[src/rtl/sbp_pkg.sv]
package sbp_pkg;
  typedef enum logic [1:0] {
    SEL_OUT_DATA = 2'd0,
    SEL_OUT_CTRL = 2'd1,
    SEL_IN_DATA  = 2'd2,
    SEL_IN_CTRL  = 2'd3
  } sel_e;

  // Upper select bit clear means the host feeds the peer.
  function automatic logic is_outbound(input logic [1:0] sel);
    return ~sel[1];
  endfunction
endpackage

[src/rtl/sbp_sync.sv]
module sbp_sync #(
  parameter int W      = 1,
  parameter int STAGES = 2
) (
  input  logic         clk,
  input  logic         rst,
  input  logic [W-1:0] async_in,
  output logic [W-1:0] sync_out
);
  logic [W-1:0] stage [STAGES];

  always_ff @(posedge clk) begin
    if (rst) stage[0] <= '0;
    else     stage[0] <= async_in;
  end

  for (genvar s = 1; s < STAGES; s++) begin : g_stage
    always_ff @(posedge clk) begin
      if (rst) stage[s] <= '0;
      else     stage[s] <= stage[s-1];
    end
  end

  assign sync_out = stage[STAGES-1];
endmodule

[src/rtl/sbp_regfile.sv]
module sbp_regfile #(
  parameter int DW = 8
) (
  input  logic            clk,
  input  logic            rst,
  input  logic            host_we,
  input  logic            host_re,
  input  logic [1:0]      host_addr,
  input  logic [DW-1:0]   host_wdata,
  output logic [DW-1:0]   host_rdata,
  input  logic            cap_en,
  input  logic [1:0]      cap_sel,
  input  logic [DW-1:0]   cap_data,
  input  logic [1:0]      out_sel,
  output logic [DW-1:0]   out_word,
  output logic [4*DW-1:0] regs_flat
);
  localparam int NREG = 4;
  localparam int AW   = 2;

  logic [DW-1:0] r [NREG];

  for (genvar g = 0; g < NREG; g++) begin : g_reg
    always_ff @(posedge clk) begin
      if (rst)
        r[g] <= '0;
      else if (host_we && host_addr == AW'(g))
        r[g] <= host_wdata;
      else if (cap_en && cap_sel == AW'(g))
        r[g] <= cap_data;
    end
    assign regs_flat[g*DW +: DW] = r[g];
  end

  always_ff @(posedge clk) begin
    if (rst)          host_rdata <= '0;
    else if (host_re) host_rdata <= r[host_addr];
  end

  assign out_word = r[out_sel];
endmodule

[src/rtl/sbp_shifter.sv]
module sbp_shifter #(
  parameter int DW = 8
) (
  input  logic          clk,
  input  logic          rst,
  input  logic          load_en,
  input  logic [DW-1:0] load_data,
  input  logic          shift_en,
  input  logic          ser_in,
  output logic          ser_out,
  output logic [DW-1:0] shreg_q
);
  function automatic logic [DW-1:0] step(input logic [DW-1:0] cur, input logic bit_in);
    return {cur[DW-2:0], bit_in};
  endfunction

  always_ff @(posedge clk) begin
    if (rst)           shreg_q <= '0;
    else if (load_en)  shreg_q <= load_data;
    else if (shift_en) shreg_q <= step(shreg_q, ser_in);
  end

  assign ser_out = shreg_q[DW-1];
endmodule

[src/rtl/serial_bridge_port.sv]
module serial_bridge_port #(
  parameter int DW          = 8,
  parameter int SYNC_STAGES = 2
) (
  input  logic          clk,
  input  logic          rst,
  input  logic [1:0]    host_addr,
  input  logic [DW-1:0] host_wdata,
  input  logic          host_we,
  input  logic          host_re,
  output logic [DW-1:0] host_rdata,
  input  logic          host_ctl_wr,
  input  logic          host_ctl_bit,
  input  logic [1:0]    peer_sel,
  input  logic          peer_sclk,
  input  logic          peer_latch,
  input  logic          peer_sdi,
  output logic          peer_sdo,
  output logic          peer_rst
);
  import sbp_pkg::*;

  localparam int SYNC_W = 5;

  logic [SYNC_W-1:0] sync_bus;
  logic [1:0]        sel_s;
  logic              sdi_s, sclk_s, latch_s;
  logic              sclk_d, latch_d;
  logic              sclk_rise, latch_rise;
  logic              load_en, cap_en, shift_en;
  logic [DW-1:0]     out_word, shreg_q;
  logic [4*DW-1:0]   regs_flat;
  logic              ctl_q;

  sbp_sync #(.W(SYNC_W), .STAGES(SYNC_STAGES)) u_sync (
    .clk      (clk),
    .rst      (rst),
    .async_in ({peer_sel, peer_sdi, peer_sclk, peer_latch}),
    .sync_out (sync_bus)
  );

  assign {sel_s, sdi_s, sclk_s, latch_s} = sync_bus;

  always_ff @(posedge clk) begin
    if (rst) begin
      sclk_d  <= 1'b0;
      latch_d <= 1'b0;
    end else begin
      sclk_d  <= sclk_s;
      latch_d <= latch_s;
    end
  end

  assign sclk_rise  = sclk_s & ~sclk_d;
  assign latch_rise = latch_s & ~latch_d;
  assign load_en    = latch_rise & is_outbound(sel_s);
  assign cap_en     = latch_rise & ~is_outbound(sel_s);
  assign shift_en   = sclk_rise & ~latch_rise;

  sbp_regfile #(.DW(DW)) u_regs (
    .clk        (clk),
    .rst        (rst),
    .host_we    (host_we),
    .host_re    (host_re),
    .host_addr  (host_addr),
    .host_wdata (host_wdata),
    .host_rdata (host_rdata),
    .cap_en     (cap_en),
    .cap_sel    (sel_s),
    .cap_data   (shreg_q),
    .out_sel    (sel_s),
    .out_word   (out_word),
    .regs_flat  (regs_flat)
  );

  sbp_shifter #(.DW(DW)) u_shift (
    .clk       (clk),
    .rst       (rst),
    .load_en   (load_en),
    .load_data (out_word),
    .shift_en  (shift_en),
    .ser_in    (sdi_s),
    .ser_out   (peer_sdo),
    .shreg_q   (shreg_q)
  );

  always_ff @(posedge clk) begin
    if (rst)              ctl_q <= 1'b0;
    else if (host_ctl_wr) ctl_q <= host_ctl_bit;
  end

  assign peer_rst = ctl_q;
endmodule

[config.mk]
export PLATFORM = sky130hd
export DESIGN_NAME = serial_bridge_port
export DESIGN_NICKNAME = d
export VERILOG_FILES = /design/src/rtl/sbp_pkg.sv /design/src/rtl/sbp_sync.sv /design/src/rtl/sbp_regfile.sv /design/src/rtl/sbp_shifter.sv /design/src/rtl/serial_bridge_port.sv
export SDC_FILE = /design/constraint.sdc
export NUM_CORES = 1
export LEC_CHECK = 0
export BUFFER_PORTS_ARGS = -buffer_cell sky130_fd_sc_hd__buf_2
export CORE_MARGIN = 5
export CORE_UTILIZATION = 52
export CTS_CLUSTER_DIAMETER = 40
export DETAILED_ROUTE_END_ITERATION = 8
export GPL_TIMING_DRIVEN = 1
export HOLD_SLACK_MARGIN = 0.1
export PLACE_DENSITY = 0.84
export REMOVE_ABC_BUFFERS = 1
export SETUP_SLACK_MARGIN = 0.05
export SLEW_MARGIN = 15
export SYNTH_ARGS = -nofsm -noshare
export SYNTH_HDL_FRONTEND = slang
export SYNTH_SLANG_ARGS = --single-unit
[constraint.sdc]
create_clock -name clk -period 1.49 [get_ports clk]
set_clock_uncertainty 0.05 [all_clocks]
set_input_delay 0.0745 -clock clk [delete_from_list [all_inputs] [get_ports clk]]
set_output_delay 0.0745 -clock clk [all_outputs]
set_load 0.01 [all_outputs]
==> key figures, run 1 <==
Yosys
  – Number of enable-type register cells in the synthesized netlist: 32
  – Yosys warning count: 0
  – Post-synthesis sequential area ratio: 0.561
  – Main synth FF type: sky130_fd_sc_hd__edfxtp_1
  – Leading cell type by number of instances after synthesis: sky130_fd_sc_hd__edfxtp_1
  – Proportion of synthesized flip-flops having asynchronous set or reset: 0
  – Most area-consuming cells after synthesis: sky130_fd_sc_hd__edfxtp_1 35%, sky130_fd_sc_hd__dfxtp_1 21%, sky130_fd_sc_hd__a21oi_1 4.2%
  – Leading cell types by count after synthesis: 32 x sky130_fd_sc_hd__edfxtp_1, 29 x sky130_fd_sc_hd__dfxtp_1, 23 x sky130_fd_sc_hd__a21oi_1, 18 x sky130_fd_sc_hd__nand3_1
  – Netlist cell types: 33
  – Number of storage elements in the synthesis netlist: 61
  – Post-Syn Area per Cell: 11.7 µm²
  – Syn Inst Count: 234
  – Area share of the largest cell type after synthesis: 0.350
  – Library cell with the largest summed area after synthesis: sky130_fd_sc_hd__edfxtp_1
  – Netlist area before placement: 2750 µm²

Critical path
  – Endpoint of the most critical register-to-register path: u_regs.r[3][1]$_DFFE_PP_
  – Crit path max fanout: 8
  – Launch point of the critical path: latch_d$_SDFF_PP0_
  – Capturing instance or port of the critical path: u_regs.r[3][1]$_DFFE_PP_
  – Worst path arrival time: ~1.4 ns
  – Critical path, cell by cell: and4b_1 -> or3_4
  – Critical Path End Type: flip-flop
  – Delay of the slowest cell on the worst path: approximately 0.45 ns
  – Startpoint class of the critical path: flip-flop
  – WS Path Type: flip-flop to flip-flop
  – Worst reg2reg path startpoint: latch_d$_SDFF_PP0_
  – Logic depth of the worst register-to-register path: 2
  – Worst reg-to-reg setup slack: between 0.07 and 0.08 ns
  – Required time at the endpoint of the critical path: 1.52 ns
  – Cell type of the slowest stage on the worst timing path: sky130_fd_sc_hd__dfxtp_1

Clocking
  – TritonCTS buffer count: 9
  – Clock sinks: 61
  – Clock transition at the registers of the reported paths: around 0.07 ns
  – Number of buffers on the longest clock path: 2
  – Clock Latency Late Sink: about 0.34 ns
  – Master cell of the clock root buffer: sky130_fd_sc_hd__clkbuf_8
  – Deepest level of the CTS H-tree: 3
  – Clock tree from TritonCTS: built

Drt
  – Wire per inst: 17.2 µm
  – Highest metal used: met4
  – Number of detailed-routing iterations run before antenna repair: 5
  – 1st-iter DRT viols: 200
  – Post-detailed-routing wire length: 6300 µm
  – Met1 wire length: 2470 µm
  – Routed via count: 2129
  – Remaining antenna violation count: 0
  – Count of unresolved DRC violations after routing: 0
  – Via density per instance: 5.82
  – Detailed route wirelength on metal3: around 460 µm
  – Total length of routed met2 wires: 3270 µm

Floorplan
  – Die area: 6840 µm²
  – Horizontal extent of the die: 82.7 µm
  – Number of placement rows: 26
  – Die H: between 80 and 90 µm
  – Area inside the core boundary: 5110 µm²
  – Number of primary I/O pins: 31
  – Initial Utilization: 0.538

Timing
  – Achievable frequency: 709 MHz
  – Slew headroom: 0.766
  – Final Max Tran Viols: 0
  – Clock period minus worst slack: 1.41 ns
  – Final Hold Viols: 0
  – Actual transition at the worst max-transition pin: between 0.3 and 0.4 ns
  – Hold Slack: 0.126 ns
  – Setup violations, final: 0
  – RSZ-0062 raised after global routing: yes
  – Ratio of final minimum period to clock period: 0.947

Global routing
  – Antenna violations before repair: 0
  – Via count of the first global-routing pass: approximately 2000
  – First-pass GRT wire length: 10000 µm
  – GRT Overall Usage: 0.208
  – Global route overflow: 0
  – Largest net degree at the start of global routing: 24

Cells and area
  – Register area: 1540 µm²
  – Area of combinational cells with multiple inputs: 1140 µm²
  – Number of inserted filler cells in the final layout: about 400
  – Syn-to-layout area delta: 23.5%
  – Layout cell share with drive strength beyond 1: 0.277
  – Final antenna diode count: 0
  – Fin util: 0.664
  – Net count, final: 312

Place
  – Final RePlAce weighted congestion: 0.867
  – Count of input and output buffers: 30
  – Half-perimeter wire length of the detailed placement result: 4460 µm

Hold path
  – Hold crit path type: input pin to flip-flop
  – Cell count of the worst hold path: 3

Power and ir drop
  – Leakage power of the design: approximately 1.3 nW
  – Worst vdd ir: between 0.6 and 0.7 mV
  – Internal power: 2.74 mW
  – Switching power total: approximately 0.86 mW
  – Power density of the placed cells: 1060 nW/µm²
  – Switching Fraction: 0.239
  – Proportion of power drawn by combinational gates: 0.105
  – Portion of total power attributed to the clock network: 0.364
  – Share of power burned in registers: 0.531

Job
  – Maximum Capacitance Violations: 0

Outcome
  – Result of the run: complete, no violations
==> final cells by class <==
| class | instances | area share |
|---|---|---|
| multi-input cells | 155 | 0.335 |
| clock inverters | 4 | 0.00701 |
| flip-flops and latches | 61 | 0.455 |
| repair buffers | 64 | 0.131 |
| clock buffers | 12 | 0.0457 |
| well taps | 70 | 0.0258 |
==> repair_timing <==
action                                  in CTS  in global routing
gates resized for setup                      2                  4
endpoints found under the setup margin      15                 19
setup buffers                                0                  0
pin swaps                                    0                  1
hold buffers                                16                  0
endpoints found under the hold margin       40                  0
==> power groups by stage <==
stage	combinational, mW	sequential (mW)	clock [mW]
floorplan	0.165	1.94	0
global placement	0.328	1.94	0
detailed placement	0.339	1.95	0
CTS	0.376	1.91	1.33
global route	0.413	1.93	1.42
finish	0.378	1.92	1.31
==> metal layers <==
metal	global-route usage	vias to the layer above
li1	-	979
met1	0.249	1047
met2	0.358	93
met3	0.0412	10
met4	0.0980	0
met5	0	-
==> worst min-delay path by stage <==
stage	start	to
final	host_re	u_regs.host_rdata[4]$_SDFFE_PP0P_
after global routing	host_re	u_regs.host_rdata[6]$_SDFFE_PP0P_
after CTS	host_re	u_regs.host_rdata[4]$_SDFFE_PP0P_
after detailed placement	peer_sel[0]	u_sync.stage[0][3]$_SDFF_PP0_
after global placement	peer_sel[1]	u_sync.stage[0][4]$_SDFF_PP0_
after floorplan	rst	u_shift.shreg_q[1]$_SDFFE_PP0P_
==> through the flow <==
stage	setup WS (ns)	cells	setup TNS, ns	power, mW	instance area (µm²)
global placement	0.0402	334	0	2.27	3030
CTS	0.0616	366	0	3.62	3380
finish	0.0788	366	0	3.61	3390
detailed placement	0.0198	334	0	2.29	3030
global route	0.0348	366	0	3.76	3390
floorplan	-0.434	216	-5.15	2.11	2660
==> flip-flops by register name, summed over array words and instances, names as in the netlist <==
signal and count:
u_regs.r 32, u_sync.stage 10, u_regs.host_rdata 8, u_shift.shreg_q 8
latch_d 1, peer_rst 1, sclk_d 1
==> logic make-up after synthesis <==
family	Yosys count	synth area share
and+or+nand+nor	91	0.183
AOI/OAI and AO/OA	40	0.0911
buffers and inverters	18	0.0337
DFF	61	0.561
muxes	24	0.131
==> critical path, delay by kind of cell (launching register included) <==
kind	cells	cell delay (ns)
flops	1	0.45
simple gates	2	0.65
==> cell usage in the layout (no fill, tap or decap), drive strengths merged <==
cell,n
buf,48
edfxtp,32
dfxtp,29
a21oi,23
nand3,18
and2,16
nand2,16
dlygate4sd3,16
nor2b,15
clkbuf,12
nor2,10
mux2i,9
mux4,8
mux2,7
a32oi,7
o211ai,7
nand2b,3
nor3b,2
nand3b,2
clkinvlp,2
or3,2
clkinv,2
and2b,1
and3,1
and4b,1
nor4bb,1
and3b,1
or2,1
or3b,1
o21ai,1
a211oi,1
a311oi,1
No activity file was read; power rests on OpenSTA's default activity.
==> run 2: changes to the inputs <==
--- a/config.mk
+++ b/config.mk
@@ -12,7 +12,7 @@
 export DETAILED_ROUTE_END_ITERATION = 8
 export GPL_TIMING_DRIVEN = 1
 export HOLD_SLACK_MARGIN = 0.1
-export PLACE_DENSITY = 0.84
+export PLACE_DENSITY = 0.75
 export REMOVE_ABC_BUFFERS = 1
 export SETUP_SLACK_MARGIN = 0.05
 export SLEW_MARGIN = 15
==> run 2 against run 1 <==
Effect of this change: flip-flop and latch count unchanged; final cell count fell by 0.82%; setup slack better by 0.0043 ns; critical path type unchanged; largest cell class unchanged.
==> key figures, run 2 (synthesis results as in run 1) <==
Critical path
  – Worst path arrival time: 1.43 ns (about the same)
  – WS Path Type: flip-flop to flip-flop
  – Critical Path End Type: flip-flop
  – Crit path max fanout: 8 (unchanged)
  – Required time at the endpoint of the critical path: 1.51 ns (about the same)
  – Startpoint class of the critical path: flip-flop

Power and ir drop
  – Power density of the placed cells: 1070 nW/µm² (+0.99%)
  – Share of power burned in registers: 0.527 (-0.004)
  – Leakage power of the design: 1.29 nW (-0.43%)
  – Switching Fraction: 0.230 (-0.00922)
  – Proportion of power drawn by combinational gates: 0.103 (-0.002)
  – Internal power: 2.79 mW (+1.8%)
  – Portion of total power attributed to the clock network: 0.370 (+0.006)
  – Switching power total: 0.835 mW (-3.3%)
  – Worst vdd ir: 0.574 mV (-7.5%)

Floorplan
  – Area inside the core boundary: 5110 µm² (unchanged)
  – Horizontal extent of the die: 82.7 µm (unchanged)
  – Number of primary I/O pins: 31 (unchanged)
  – Die area: 6840 µm² (unchanged)
  – Number of placement rows: 26 (unchanged)
  – Initial Utilization: 0.538 (unchanged)
  – Die H: 82.7 µm (unchanged)

Cells and area
  – Layout cell share with drive strength beyond 1: 0.270 (-0.00740)
  – Number of inserted filler cells in the final layout: 407 (-0.73%)
  – Final antenna diode count: 0 (unchanged)
  – Commonest cells after routing, fill and taps aside: 32 x sky130_fd_sc_hd__edfxtp_1, 29 x sky130_fd_sc_hd__buf_2, 27 x sky130_fd_sc_hd__dfxtp_1, 23 x sky130_fd_sc_hd__a21oi_1, 18 x sky130_fd_sc_hd__nand3_1
  – Largest registers in the final layout: u_regs.r (32), u_sync.stage (10)
  – Fin util: 0.662 (-0.00245)
  – Top reg by flops: u_regs.r
  – Net count, final: 309 (-0.96%)
  – Syn-to-layout area delta: 23.0%
  – Number of flip-flops in the largest register: 32 (unchanged)
  – Leading cell type in the layout, fill and taps excluded: sky130_fd_sc_hd__edfxtp_1
  – Fin area: 3380 µm² (-0.37%)

Timing
  – Ratio of final minimum period to clock period: 0.944 (-0.00288)
  – Setup violations, final: 0 (unchanged)
  – Final Max Tran Viols: 0 (unchanged)
  – Final Hold Viols: 0 (unchanged)
  – Worst setup margin: 0.0830 ns (+0.00429 ns)
  – Actual transition at the worst max-transition pin: 0.363 ns (+0.0115 ns)
  – Clock period minus worst slack: 1.41 ns (-0.00429 ns)
  – Total Negative Setup Slacks: 0 ns (unchanged)
  – RSZ-0062 raised after global routing: yes
  – Achievable frequency: 711 MHz (+0.31%)
  – Slew headroom: 0.758 (-0.00767)
  – Hold Slack: 0.131 ns (+0.00423 ns)

Clocking
  – Clock sinks: 61 (unchanged)
  – TritonCTS buffer count: 9 (unchanged)
  – Deepest level of the CTS H-tree: 3 (unchanged)
  – Master cell of the clock root buffer: sky130_fd_sc_hd__clkbuf_8
  – Number of buffers on the longest clock path: 2 (unchanged)
  – Clock transition at the registers of the reported paths: 0.07 ns (about the same)
  – Clock Latency Late Sink: 0.34 ns (about the same)
  – Clock tree from TritonCTS: built

Global routing
  – GRT Overall Usage: 0.206 (-0.00221)
  – Antenna violations before repair: 0 (unchanged)
  – First-pass GRT wire length: 9930 µm (-1.2%)
  – Global route overflow: 0 (unchanged)
  – Via count of the first global-routing pass: 1961 (-3.8%)
  – Largest net degree at the start of global routing: 37 (+54%)

Drt
  – Remaining antenna violation count: 0 (unchanged)
  – Via density per instance: 5.58 (-4.1%)
  – Post-detailed-routing wire length: 6200 µm (-1.5%)
  – Count of unresolved DRC violations after routing: 0 (unchanged)
  – Routed via count: 2024 (-4.9%)
  – 1st-iter DRT viols: 176 (-12%)
  – Number of detailed-routing iterations run before antenna repair: 4 (-1)
  – Wire per inst: 17.1 µm (-0.69%)

Place
  – Half-perimeter wire length of the detailed placement result: 4100 µm (-8.2%)
  – Worst setup slack before clock tree synthesis: -0.0391 ns (-0.0589 ns)
  – Count of input and output buffers: 30 (unchanged)
  – Final RePlAce weighted congestion: 0.871 (+0.54%)
  – Cell Area, Placed: 3010 µm² (-0.74%)

Hold path
  – Hold crit path type: input pin to flip-flop

Job
  – Maximum Capacitance Violations: 0 (unchanged)

Outcome
  – Result of the run: complete, no violations
-- run 2: changes by cell type in the layout (fill, tap and decap cells not counted), sizes merged --
cell / before / now
buf: 48 / 44
clkbuf: 12 / 16
clkinv: 2 / 1
clkinvlp: 2 / 0
-- run 2: layer usage --
layer,GRT usage,share of wire,vias up
li1,-,-,971
met1,0.249,0.41,963
met2,0.342,0.49,74
met3,0.0412,0.072,16
met4,0.114,0.026,0
met5,0,0,-
-- run 2: power by group through the flow --
| stage | clock (mW) | combinational (mW) | sequential [mW] |
|---|---|---|---|
| CTS | 1.38 | 0.370 | 1.91 |
| global placement | 0 | 0.326 | 1.94 |
| global route | 1.45 | 0.409 | 1.92 |
| finish | 1.34 | 0.373 | 1.91 |
| detailed placement | 0 | 0.332 | 1.95 |
| floorplan | 0 | 0.165 | 1.94 |
-- run 2: through the flow --
stage	std cells	total power, mW
2_1_floorplan	216	2.11
5_1_grt	363	3.78
3_5_place_dp	331	2.28
3_3_place_gp	331	2.27
4_1_cts	363	3.66
6_report	363	3.63
-- run 2: worst max-delay path, cell delays in order (launching register included) --
cell	delay, ns
sky130_fd_sc_hd__dfxtp_1	0.45
sky130_fd_sc_hd__and4b_1	0.24
sky130_fd_sc_hd__or3_4	0.41
-- run 2: timing repair --
| action | 4_1_cts | 5_1_grt |
|---|---|---|
| buffers inserted | 0 | 0 |
| hold buffers | 16 | 0 |
| setup endpoints to repair | 17 | 28 |
| hold endpoints to repair | 41 | 0 |
| gates resized for setup | 2 | 6 |
-- run 2: layout make-up --
cell class | instances | area [µm²] | area share
Sequential cell | 61 | 1540 | 0.457
Multi-Input combinational cell | 155 | 1140 | 0.338
Timing Repair Buffer | 61 | 425 | 0.126
Clock buffer | 15 | 176 | 0.0522
Tap cell | 70 | 87.6 | 0.0259
Clock inverter | 1 | 5.00 | 0.00148
-- run 2: final timing paths --
kind	start	endpoint	slack, ns	cells past startpoint
worst max register to register	latch_d$_SDFF_PP0_	u_regs.r[3][4]$_DFFE_PP_	0.08	2
worst min register to register	u_sync.stage[0][4]$_SDFF_PP0_	u_sync.stage[1][4]$_SDFF_PP0_	0.39	1
worst max-delay path	latch_d$_SDFF_PP0_	u_regs.r[3][4]$_DFFE_PP_	0.08	2
worst min-delay path	host_re	u_regs.host_rdata[2]$_SDFFE_PP0P_	0.13	3
